`config.mk`:
```
export PLATFORM = sky130hd
export DESIGN_NAME = sec_frame_proc
export DESIGN_NICKNAME = d
export VERILOG_FILES = /design/src/rtl/sec_frame_proc.sv
export SDC_FILE = /design/constraint.sdc
export NUM_CORES = 2
export LEC_CHECK = 0
export BUFFER_PORTS_ARGS = -buffer_cell sky130_fd_sc_hd__clkbuf_2
export CORE_MARGIN = 1
export CORE_UTILIZATION = 44
export DETAILED_ROUTE_END_ITERATION = 10
export HOLD_SLACK_MARGIN = 0.03
export PLACE_DENSITY = 0.63
export SKIP_LAST_GASP = 1
export SLEW_MARGIN = 10
export SYNTH_ARGS = -nofsm -noshare
export SYNTH_HDL_FRONTEND = slang
export SYNTH_SLANG_ARGS = --single-unit
```
`constraint.sdc`:
```
create_clock -name clk -period 21.3 [get_ports clk]
set_clock_uncertainty 0.1 [all_clocks]
set_input_delay 4.26 -clock clk [delete_from_list [all_inputs] [get_ports clk]]
set_output_delay 4.26 -clock clk [all_outputs]
set_load 0.02 [all_outputs]
```
`src/rtl/sec_frame_proc.sv`:
```
`timescale 1ns/1ps
module sec_frame_proc #(
  parameter int         Z0_BYTES = 16,
  parameter int         Z1_BYTES = 16,
  parameter int         Z2_BYTES = 16,
  parameter int         Z3_BYTES = 16,
  parameter int         Z4_BYTES = 32,
  parameter logic [7:0] Z0_SEED  = 8'h10,
  parameter logic [7:0] Z1_SEED  = 8'h40,
  parameter logic [7:0] Z2_SEED  = 8'h80,
  parameter logic [7:0] Z3_SEED  = 8'hC0,
  parameter int         MAX_LEN  = 512
) (
  input  logic       clk,
  input  logic       rst_n,
  input  logic       in_valid,
  input  logic [7:0] in_data,
  input  logic       in_last,
  output logic       in_ready,
  output logic       out_valid,
  output logic [7:0] out_data,
  input  logic       out_ready
);

  localparam int B1 = Z0_BYTES;
  localparam int B2 = B1 + Z1_BYTES;
  localparam int B3 = B2 + Z2_BYTES;
  localparam int B4 = B3 + Z3_BYTES;
  localparam int MEM_N = B4 + Z4_BYTES;
  localparam int AW = $clog2(MEM_N);
  localparam int DW = (Z4_BYTES > 1) ? $clog2(Z4_BYTES) : 1;
  localparam logic [15:0] RESIDUE = 16'hF0B8;

  typedef enum logic [1:0] {S_RX, S_CHK, S_WR, S_TX} st_t;

  function automatic logic [15:0] crc_step(input logic [15:0] c, input logic [7:0] b);
    logic [15:0] r;
    r = c ^ {8'h00, b};
    for (int k = 0; k < 8; k++) r = r[0] ? ((r >> 1) ^ 16'h8408) : (r >> 1);
    return r;
  endfunction

  function automatic logic [7:0] init_byte(input int j);
    if (j < B1)      return Z0_SEED + 8'(j);
    else if (j < B2) return Z1_SEED + 8'(j - B1);
    else if (j < B3) return Z2_SEED + 8'(j - B2);
    else if (j < B4) return Z3_SEED + 8'(j - B3);
    else             return 8'h00;
  endfunction

  st_t         st;
  logic [15:0] rx_cnt, rx_crc, tx_crc;
  logic [7:0]  cmd, status;
  logic [15:0] zone, off, len, plen, idx;
  logic [7:0]  mem  [MEM_N];
  logic [7:0]  dbuf [Z4_BYTES];

  logic [16:0] zsize;
  logic [15:0] zbase;
  always_comb begin
    case (zone)
      16'd0:   begin zsize = 17'(Z0_BYTES); zbase = 16'd0;     end
      16'd1:   begin zsize = 17'(Z1_BYTES); zbase = 16'(B1);   end
      16'd2:   begin zsize = 17'(Z2_BYTES); zbase = 16'(B2);   end
      16'd3:   begin zsize = 17'(Z3_BYTES); zbase = 16'(B3);   end
      16'd4:   begin zsize = 17'(Z4_BYTES); zbase = 16'(B4);   end
      default: begin zsize = 17'd0;         zbase = 16'd0;     end
    endcase
  end

  wire        end_ok  = ({1'b0, off} + {1'b0, len}) <= zsize;
  wire [15:0] exp_cnt = 16'd9 + ((cmd == 8'h06) ? len : 16'd0);
  wire        crc_ok  = (rx_cnt >= 16'd3) && (rx_crc == RESIDUE);

  logic [7:0] chk_status;
  always_comb begin
    if (!crc_ok)                                  chk_status = 8'h01;
    else if (cmd != 8'h05 && cmd != 8'h06)        chk_status = 8'h04;
    else if (int'(len) > MAX_LEN)                 chk_status = 8'h06;
    else if (zone > 16'd4 || !end_ok || rx_cnt != exp_cnt ||
             (cmd == 8'h06 && zone != 16'd4))     chk_status = 8'h02;
    else                                          chk_status = 8'h00;
  end

  wire [15:0] tx_total = plen + 16'd5;
  wire [15:0] rlen     = plen + 16'd2;
  wire [AW-1:0] rd_addr = AW'(zbase + off + (idx - 16'd3));
  wire [AW-1:0] wr_addr = AW'(16'(B4) + off + idx);
  wire [DW-1:0] buf_rd  = DW'(idx);
  wire          rx_take = in_valid && in_ready;
  wire          tx_take = out_valid && out_ready;

  assign in_ready  = (st == S_RX);
  assign out_valid = (st == S_TX);

  always_comb begin
    if (idx == 16'd0)                 out_data = status;
    else if (idx == 16'd1)            out_data = rlen[15:8];
    else if (idx == 16'd2)            out_data = rlen[7:0];
    else if (idx == tx_total - 16'd2) out_data = ~tx_crc[7:0];
    else if (idx == tx_total - 16'd1) out_data = ~tx_crc[15:8];
    else if (int'(rd_addr) < MEM_N)   out_data = mem[rd_addr];
    else                              out_data = 8'h00;
  end

  always_ff @(posedge clk) begin
    if (rx_take && rx_cnt >= 16'd7 && (rx_cnt - 16'd7) < 16'(Z4_BYTES))
      dbuf[DW'(rx_cnt - 16'd7)] <= in_data;
  end

  always_ff @(posedge clk or negedge rst_n) begin
    if (!rst_n) begin
      st     <= S_RX;
      rx_cnt <= 16'd0;
      rx_crc <= 16'hFFFF;
      tx_crc <= 16'hFFFF;
      cmd    <= 8'h00;
      status <= 8'h00;
      zone   <= 16'd0;
      off    <= 16'd0;
      len    <= 16'd0;
      plen   <= 16'd0;
      idx    <= 16'd0;
      for (int j = 0; j < MEM_N; j++) mem[j] <= init_byte(j);
    end else begin
      case (st)
        S_RX: if (rx_take) begin
          rx_crc <= crc_step(rx_crc, in_data);
          if (rx_cnt != 16'hFFFF) rx_cnt <= rx_cnt + 16'd1;
          case (rx_cnt)
            16'd0:   cmd        <= in_data;
            16'd1:   zone[15:8] <= in_data;
            16'd2:   zone[7:0]  <= in_data;
            16'd3:   off[15:8]  <= in_data;
            16'd4:   off[7:0]   <= in_data;
            16'd5:   len[15:8]  <= in_data;
            16'd6:   len[7:0]   <= in_data;
            default: ;
          endcase
          if (in_last) st <= S_CHK;
        end
        S_CHK: begin
          status <= chk_status;
          plen   <= (chk_status == 8'h00 && cmd == 8'h05) ? len : 16'd0;
          tx_crc <= 16'hFFFF;
          idx    <= 16'd0;
          st     <= (chk_status == 8'h00 && cmd == 8'h06 && len != 16'd0) ? S_WR : S_TX;
        end
        S_WR: begin
          mem[wr_addr] <= dbuf[buf_rd];
          if (idx == len - 16'd1) begin
            idx <= 16'd0;
            st  <= S_TX;
          end else idx <= idx + 16'd1;
        end
        S_TX: if (tx_take) begin
          if (idx < tx_total - 16'd2) tx_crc <= crc_step(tx_crc, out_data);
          if (idx == tx_total - 16'd1) begin
            idx    <= 16'd0;
            rx_cnt <= 16'd0;
            rx_crc <= 16'hFFFF;
            st     <= S_RX;
          end else idx <= idx + 16'd1;
        end
        default: st <= S_RX;
      endcase
    end
  end

  assert_hold_byte_R12: assert property (@(posedge clk) disable iff (!rst_n)
    out_valid && !out_ready |=> out_valid && $stable(out_data));

  assert_status_code_R1: assert property (@(posedge clk) disable iff (!rst_n)
    out_valid && idx == 16'd0 |-> (out_data == 8'h00 || out_data == 8'h01 ||
      out_data == 8'h02 || out_data == 8'h04 || out_data == 8'h06));

  assert_err_len_R10: assert property (@(posedge clk) disable iff (!rst_n)
    out_valid && idx == 16'd2 && status != 8'h00 |-> out_data == 8'h02);

  assert_len_cap_R3: assert property (@(posedge clk) disable iff (!rst_n)
    out_valid && status == 8'h00 |-> int'(len) <= MAX_LEN);

  assert_write_target_R6: assert property (@(posedge clk) disable iff (!rst_n)
    st == S_WR |-> zone == 16'd4 && cmd == 8'h06 && crc_ok);

  for (genvar j = 0; j < B4; j++) begin : g_locked
    assert_locked_zone_R7: assert property (@(posedge clk) disable iff (!rst_n)
      $stable(mem[j]));
  end

endmodule

```
* Word level (Yosys, flattened, before mapping)
Memory sizes are Yosys's and may differ from the RTL's. Cells that the tools add are included.
Word-level totals: flip-flop bits (word level) 914, bits in latches 0, bits in writable memories 256, memory bits (read-only) 0, input bits 13, output and inout bits 10, logic and storage cells 290, memories 1
Cells by class: add/sub/neg operators 15, $mul 0, divide/modulo/power cells 0, magnitude comparators 11, equal/unequal tests 33, shift operators 0, muxes and demuxes 61, bitwise gates (word level) 22, reduce and logical (&&, ||, !) cells 37
Memory list:
- dbuf | depth 32, width 8, read ports 1, clocked after Yosys merged registers in 0, write ports 1, RTL line 56 | logic [7:0] dbuf [Z4_BYTES];
Operators with widths (count):
- 768-bit bitwise mux | 1
- 16-bit two-way mux | 30
- 8-bit two-way mux | 12
- 16-bit case mux with 2 select lines | 3
- 16-bit by 2-bit == test with 1-bit output (second input constant) | 5
- 16-bit by 3-bit == test with 1-bit output (second input constant) | 4
- 8-bit binary-select mux with 7-bit select | 1
- 8-bit demux with 7-bit select | 1
- 16-bit by 1-bit == test with 1-bit output (second input constant) | 3
- 16-bit == test | 3
- 16-bit logical NOT | 3
- 2-bit NOT with 3-bit output | 16
- 16-bit case mux with 3 select lines | 1
- 16-bit by 1-bit adder with 16-bit output (second input constant) | 2
- 16-bit by 1-bit subtractor with 16-bit output (second input constant) | 2
- 16-bit by 8-bit bitwise XOR with 16-bit output | 2
- 7-bit case mux with 4 select lines | 1
- 3-bit AND reduction | 8
- 7-bit adder | 3
- 16-bit by 16-bit adder with 17-bit output | 1
- 17-bit <= comparator | 1
- 16-bit by 2-bit adder with 16-bit output (second input constant) | 1
- 16-bit by 3-bit adder with 16-bit output (second input constant) | 1
- 4-bit by 16-bit adder with 16-bit output (first input constant) | 1
- other kinds (41) | 73

* Longest topological paths before layout
word-level depth 34, gate-level depth with buffers 25, gate-level depth less buffers 21

* Worst setup path before layout
Ideal clock, no wire load.
kind flip-flop to output port, from reg idx[2], to out out_data[0], data arrival time 5.768 ns, required time 16.940 ns, setup slack 11.172 ns, stages on the path, launching flop included 21, path buffers 7, path through dfrtp_1 -> clkbuf_1 -> inv_1 -> clkbuf_1 -> clkbuf_1 -> ha_1 -> inv_1 -> ha_1 -> ha_1 -> buf_2 -> buf_2 -> buf_2 -> buf_1 -> mux4_2 -> mux4_2 -> a22oi_1 -> mux2i_1 -> a211oi_1 -> a21oi_1 -> o21ai_0 -> nand2_1
Between the ends: word-level cells in the longest chain between the ends 12, elaborated cells on any way between the ends 18, those cells by class add/sub: 2; order compare: 1; eq/ne: 4; mux: 9; bitwise: 1; reduce/logical: 1
Ends and longest elaborated chain:
- start: declaration | RTL line 54 | logic [15:0] zone, off, len, plen, idx;
- start signal: assignment | RTL line 154 | end else idx <= idx + 16'd1;
- start signal: assignment | RTL line 163 | end else idx <= idx + 16'd1;
- 7-bit by 2-bit subtractor with 7-bit output | RTL line 87 | wire [AW-1:0] rd_addr = AW'(zbase + off + (idx - 16'd3));
- 7-bit adder | RTL line 87
- 7-bit NOT with 8-bit output (not written as such) | RTL line 102 | else if (int'(rd_addr) < MEM_N) out_data = mem[rd_addr];
- 8-bit binary-select mux with 7-bit select | RTL line 102
- 8-bit two-way mux (not written as such) (2 in a row) | RTL line 102
- 8-bit two-way mux | RTL line 102
- 8-bit two-way mux | RTL line 101 | else if (idx == tx_total - 16'd1) out_data = ~tx_crc[15:8];
- 8-bit two-way mux | RTL line 100 | else if (idx == tx_total - 16'd2) out_data = ~tx_crc[7:0];
- 8-bit two-way mux | RTL line 99 | else if (idx == 16'd2) out_data = rlen[7:0];
- 8-bit two-way mux | RTL line 98 | else if (idx == 16'd1) out_data = rlen[15:8];
- 8-bit two-way mux (*) | RTL line 97 | if (idx == 16'd0) out_data = status;
- end: declaration | RTL line 21 | output logic [7:0] out_data,
Every way passes the cells marked *; elsewhere a longest branch is shown, timed or not. The select of a mux whose other input is x is not followed.

* Worst setup path in the final report
from reg idx[0], to out out_data[1]
The elaborated chain is that of the path after synthesis.

==> flow_metrics.env <==
export IMPL_status="finished, final reports clean"
export IMPL_hpwl_mm=92.3
export IMPL_tightest_slew_ns=1.26
export IMPL_end_kind="output port"
export IMPL_fin_crit_sh_pct=54.7
export IMPL_cp_arrival_ns=7.29
export IMPL_antenna_cells=0
export IMPL_cts_buffers=120
export IMPL_nets=4769
export IMPL_avgSynthCellArea_um2=11.6
export IMPL_via_count=37100
export IMPL_synth_top_area_share_pct=30.1
export IMPL_place_congestion=0.875
export IMPL_peakVddDrop_mv=0.190
export IMPL_grt_pass1_wl_mm=226
export IMPL_cp_slowest_stage_delay_ns=0.83
export IMPL_yosysSeqAreaShare_pct=55.2
export IMPL_slew_viol_final=0
export IMPL_setup_slack_ns=9.65
export IMPL_startpoint_type="flop"
export IMPL_synth_edf_count=256
export IMPL_syn_inst=4804
export IMPL_wl_per_cell_um=22.6
export IMPL_grt_max_degree=176
export IMPL_powerDensity_nw_per_um2=131
export IMPL_ctsLongestPathBuffers=3
export IMPL_die_area_um2=128000
export IMPL_rows=130
export IMPL_syn_num_nets=4900
export IMPL_synthToLayoutAreaGrowth_pct=10.2
export IMPL_grt_usage_pct=23.0
export IMPL_fin_util_pct=48.8
export IMPL_clkTransAtPathRegs_ns=0.06
export IMPL_rsz0062_at_grt="no"
export IMPL_cts_setup_buffers=0
export IMPL_dpl_cell_count=6201
export IMPL_io_pins=23
export IMPL_netlist_area_um2=55700
export IMPL_hold_path_class="flop to flop"
export IMPL_port_buffers=22
export IMPL_relSlewSlack_pct=15.5
export IMPL_fin_cells=6425
export IMPL_slowest_stage="buf_4"
export IMPL_ctsHoldBuffers=0
export IMPL_root_buffer="clkbuf_16"
export IMPL_yosys_warnings=0
export IMPL_drc=0
export IMPL_synth_top_flop_cell="dfrtp_1"
export IMPL_min_period_ns=11.65
export IMPL_ys_ff_latch=1165
export IMPL_die_x_um=358
export IMPL_total_power_mw=8.06
export IMPL_path_class="flop to output port"
export IMPL_cap_violations=0
export IMPL_placed_area_um2=57200
export IMPL_fmax_mhz=85.8
export IMPL_fp_dieH_um=358
export IMPL_htree_levels=3
export IMPL_synth_top_area_cell="dfrtp_1"
export IMPL_critPathMaxFanout=60
export IMPL_synth_most_common_cell="nor2_1"
export IMPL_setup_tns_final_ns=0
export IMPL_final_area_um2=61300
export IMPL_ant_nets=0
export IMPL_path_cells="inv_1 > ha_4 > buf_4 > buf_4 > mux4_2 > mux4_2 > and2_1 > a211oi_1 > a211oi_1 > or4_1 > a32oi_1 > inv_1 > clkbuf_2"
export IMPL_synth_common_cells="nor2_1, dfrtp_1, a21oi_1"
export IMPL_final_hold_viol_count=0
export IMPL_async_flop_share_pct=78.0
export IMPL_synth_cell_types=91
export IMPL_clock_sinks=1165
export IMPL_grt_antenna_before_repair=1
export IMPL_design_core_area_um2=126000
export IMPL_drt_wl_total_mm=145
export IMPL_drtIter0Drc=3174
export IMPL_overflow=0
export IMPL_p_leak_nw=24.5
export IMPL_start_util_pct=44.3
export IMPL_hold_worst_slack_ns=0.376
export IMPL_dp_slack_ns=10.28
export IMPL_synth_area_leaders="dfrtp_1, edfxtp_1, mux4_2"
export IMPL_clock_latency_ns=0.76
export IMPL_dr_pass1_iters=6
export IMPL_grt_pass1_vias=36800
export IMPL_via_per_inst=5.77
export IMPL_layout_drive_gt1_share_pct=19.8
export IMPL_postCtsResizedCells=0
export IMPL_finalSetupViolCount=0
export IMPL_cts_tree="yes"
export IMPL_required_ns=16.94
export IMPL_fillers=11000
routing by layer:
metal	track usage (%)	part of all wire, %	routed length, µm
met4	6.85	2.9	4220
met3	3.22	5.1	7340
met5	0	0.0083	12
met2	36.9	48	69200
met1	32.7	44	64200
report_power, final:
part	switching, mW	internal (mW)	total (mW)	leakage [nW]
Combinational	1.83	1.23	3.06	8.56
Sequential	0.226	2.59	2.82	14.0
Clock	0.917	1.27	2.18	2.01
Total	2.98	5.09	8.06	24.5
sequential cells by signal, indices dropped and copies added (netlist names):
| signal | cells |
|---|---|
| cmd | 8 |
| dbuf | 256 |
| idx | 16 |
| len | 16 |
| mem | 768 |
| off | 16 |
| plen | 16 |
| rx_cnt | 16 |
| rx_crc | 16 |
| st | 2 |
| status | 3 |
| tx_crc | 16 |
| zone | 16 |
area by class of cell:
cell class | instances | area (µm²) | area share, %
clock buffers | 181 | 3530 | 5.75
inverters | 64 | 240 | 0.392
flip-flops and latches | 1165 | 30700 | 50.1
repair buffers | 88 | 653 | 1.06
clock inverters | 43 | 592 | 0.965
well taps | 1650 | 2060 | 3.37
multi-input cells | 3234 | 23500 | 38.4
critical path, delay by kind of cell, from the launching register on:
kind	cells	cell delay (ns)
buffers and inverters	5	2.16
AND/OR/NAND/NOR	2	0.75
adder cells (fa/ha/maj)	1	0.76
multiplexers	2	0.89
AO/OA/AOI/OAI	3	1.11
flip-flops	1	0.78
placed cells by master, fill, tap and decap left out, types with 7 or more instances in the layout:
cell type / n
dfrtp_1: 667
nor3_1: 46
and2_1: 15
xnor2_1: 111
clkbuf_16: 123
clkbuf_8: 23
a211oi_1: 11
o21bai_1: 7
nor2_1: 743
xor2_1: 58
dfstp_2: 240
nor3b_1: 7
clkbuf_2: 21
mux2_2: 62
o21ai_0: 350
o211ai_1: 9
clkbuf_1: 35
nor4_1: 28
o31ai_1: 15
nor2b_1: 20
nand4_1: 25
nand2b_1: 21
mux4_2: 327
ha_1: 75
mux2i_1: 22
edfxtp_1: 256
and3_1: 26
nand3_1: 50
nand2_1: 416
inv_1: 63
clkinv_2: 19
a31oi_1: 32
a21o_1: 15
a22o_1: 16
mux2i_4: 8
a21oi_1: 580
or3_1: 7
buf_4: 63
bufinv_16: 10
final timing paths:
| check | startpoint | endpoint | slack [ns] | cells after the start |
|---|---|---|---|---|
| worst min register to register | mem[345]$_DFFE_PN0P_ | mem[345]$_DFFE_PN0P_ | 0.38 | 2 |
| worst max-delay path | idx[0]$_DFFE_PN0P_ | out_data[1] | 9.65 | 13 |
| min in group asynchronous | rst_n | mem[277]$_DFFE_PN0P_ | 3.46 | 1 |
| worst max register to register | idx[0]$_DFFE_PN0P_ | tx_crc[1]$_DFFE_PN1P_ | 13.83 | 15 |
| max in group asynchronous | rst_n | plen[11]$_DFFE_PN0N_ | 13.75 | 5 |
| worst min-delay path | mem[345]$_DFFE_PN0P_ | mem[345]$_DFFE_PN0P_ | 0.38 | 2 |
cells by family after synthesis:
family / count (synthesis) / synth area share [%]
multiplexers: 421 / 15.1
buffers and inverters: 405 / 2.84
adder cells (fa/ha/maj): 83 / 1.93
AO/OA/AOI/OAI: 1103 / 10.9
XOR/XNOR: 179 / 2.98
flip-flops: 1165 / 55.2
AND/OR/NAND/NOR: 1448 / 11.1
(Power assumes the default switching activity.)
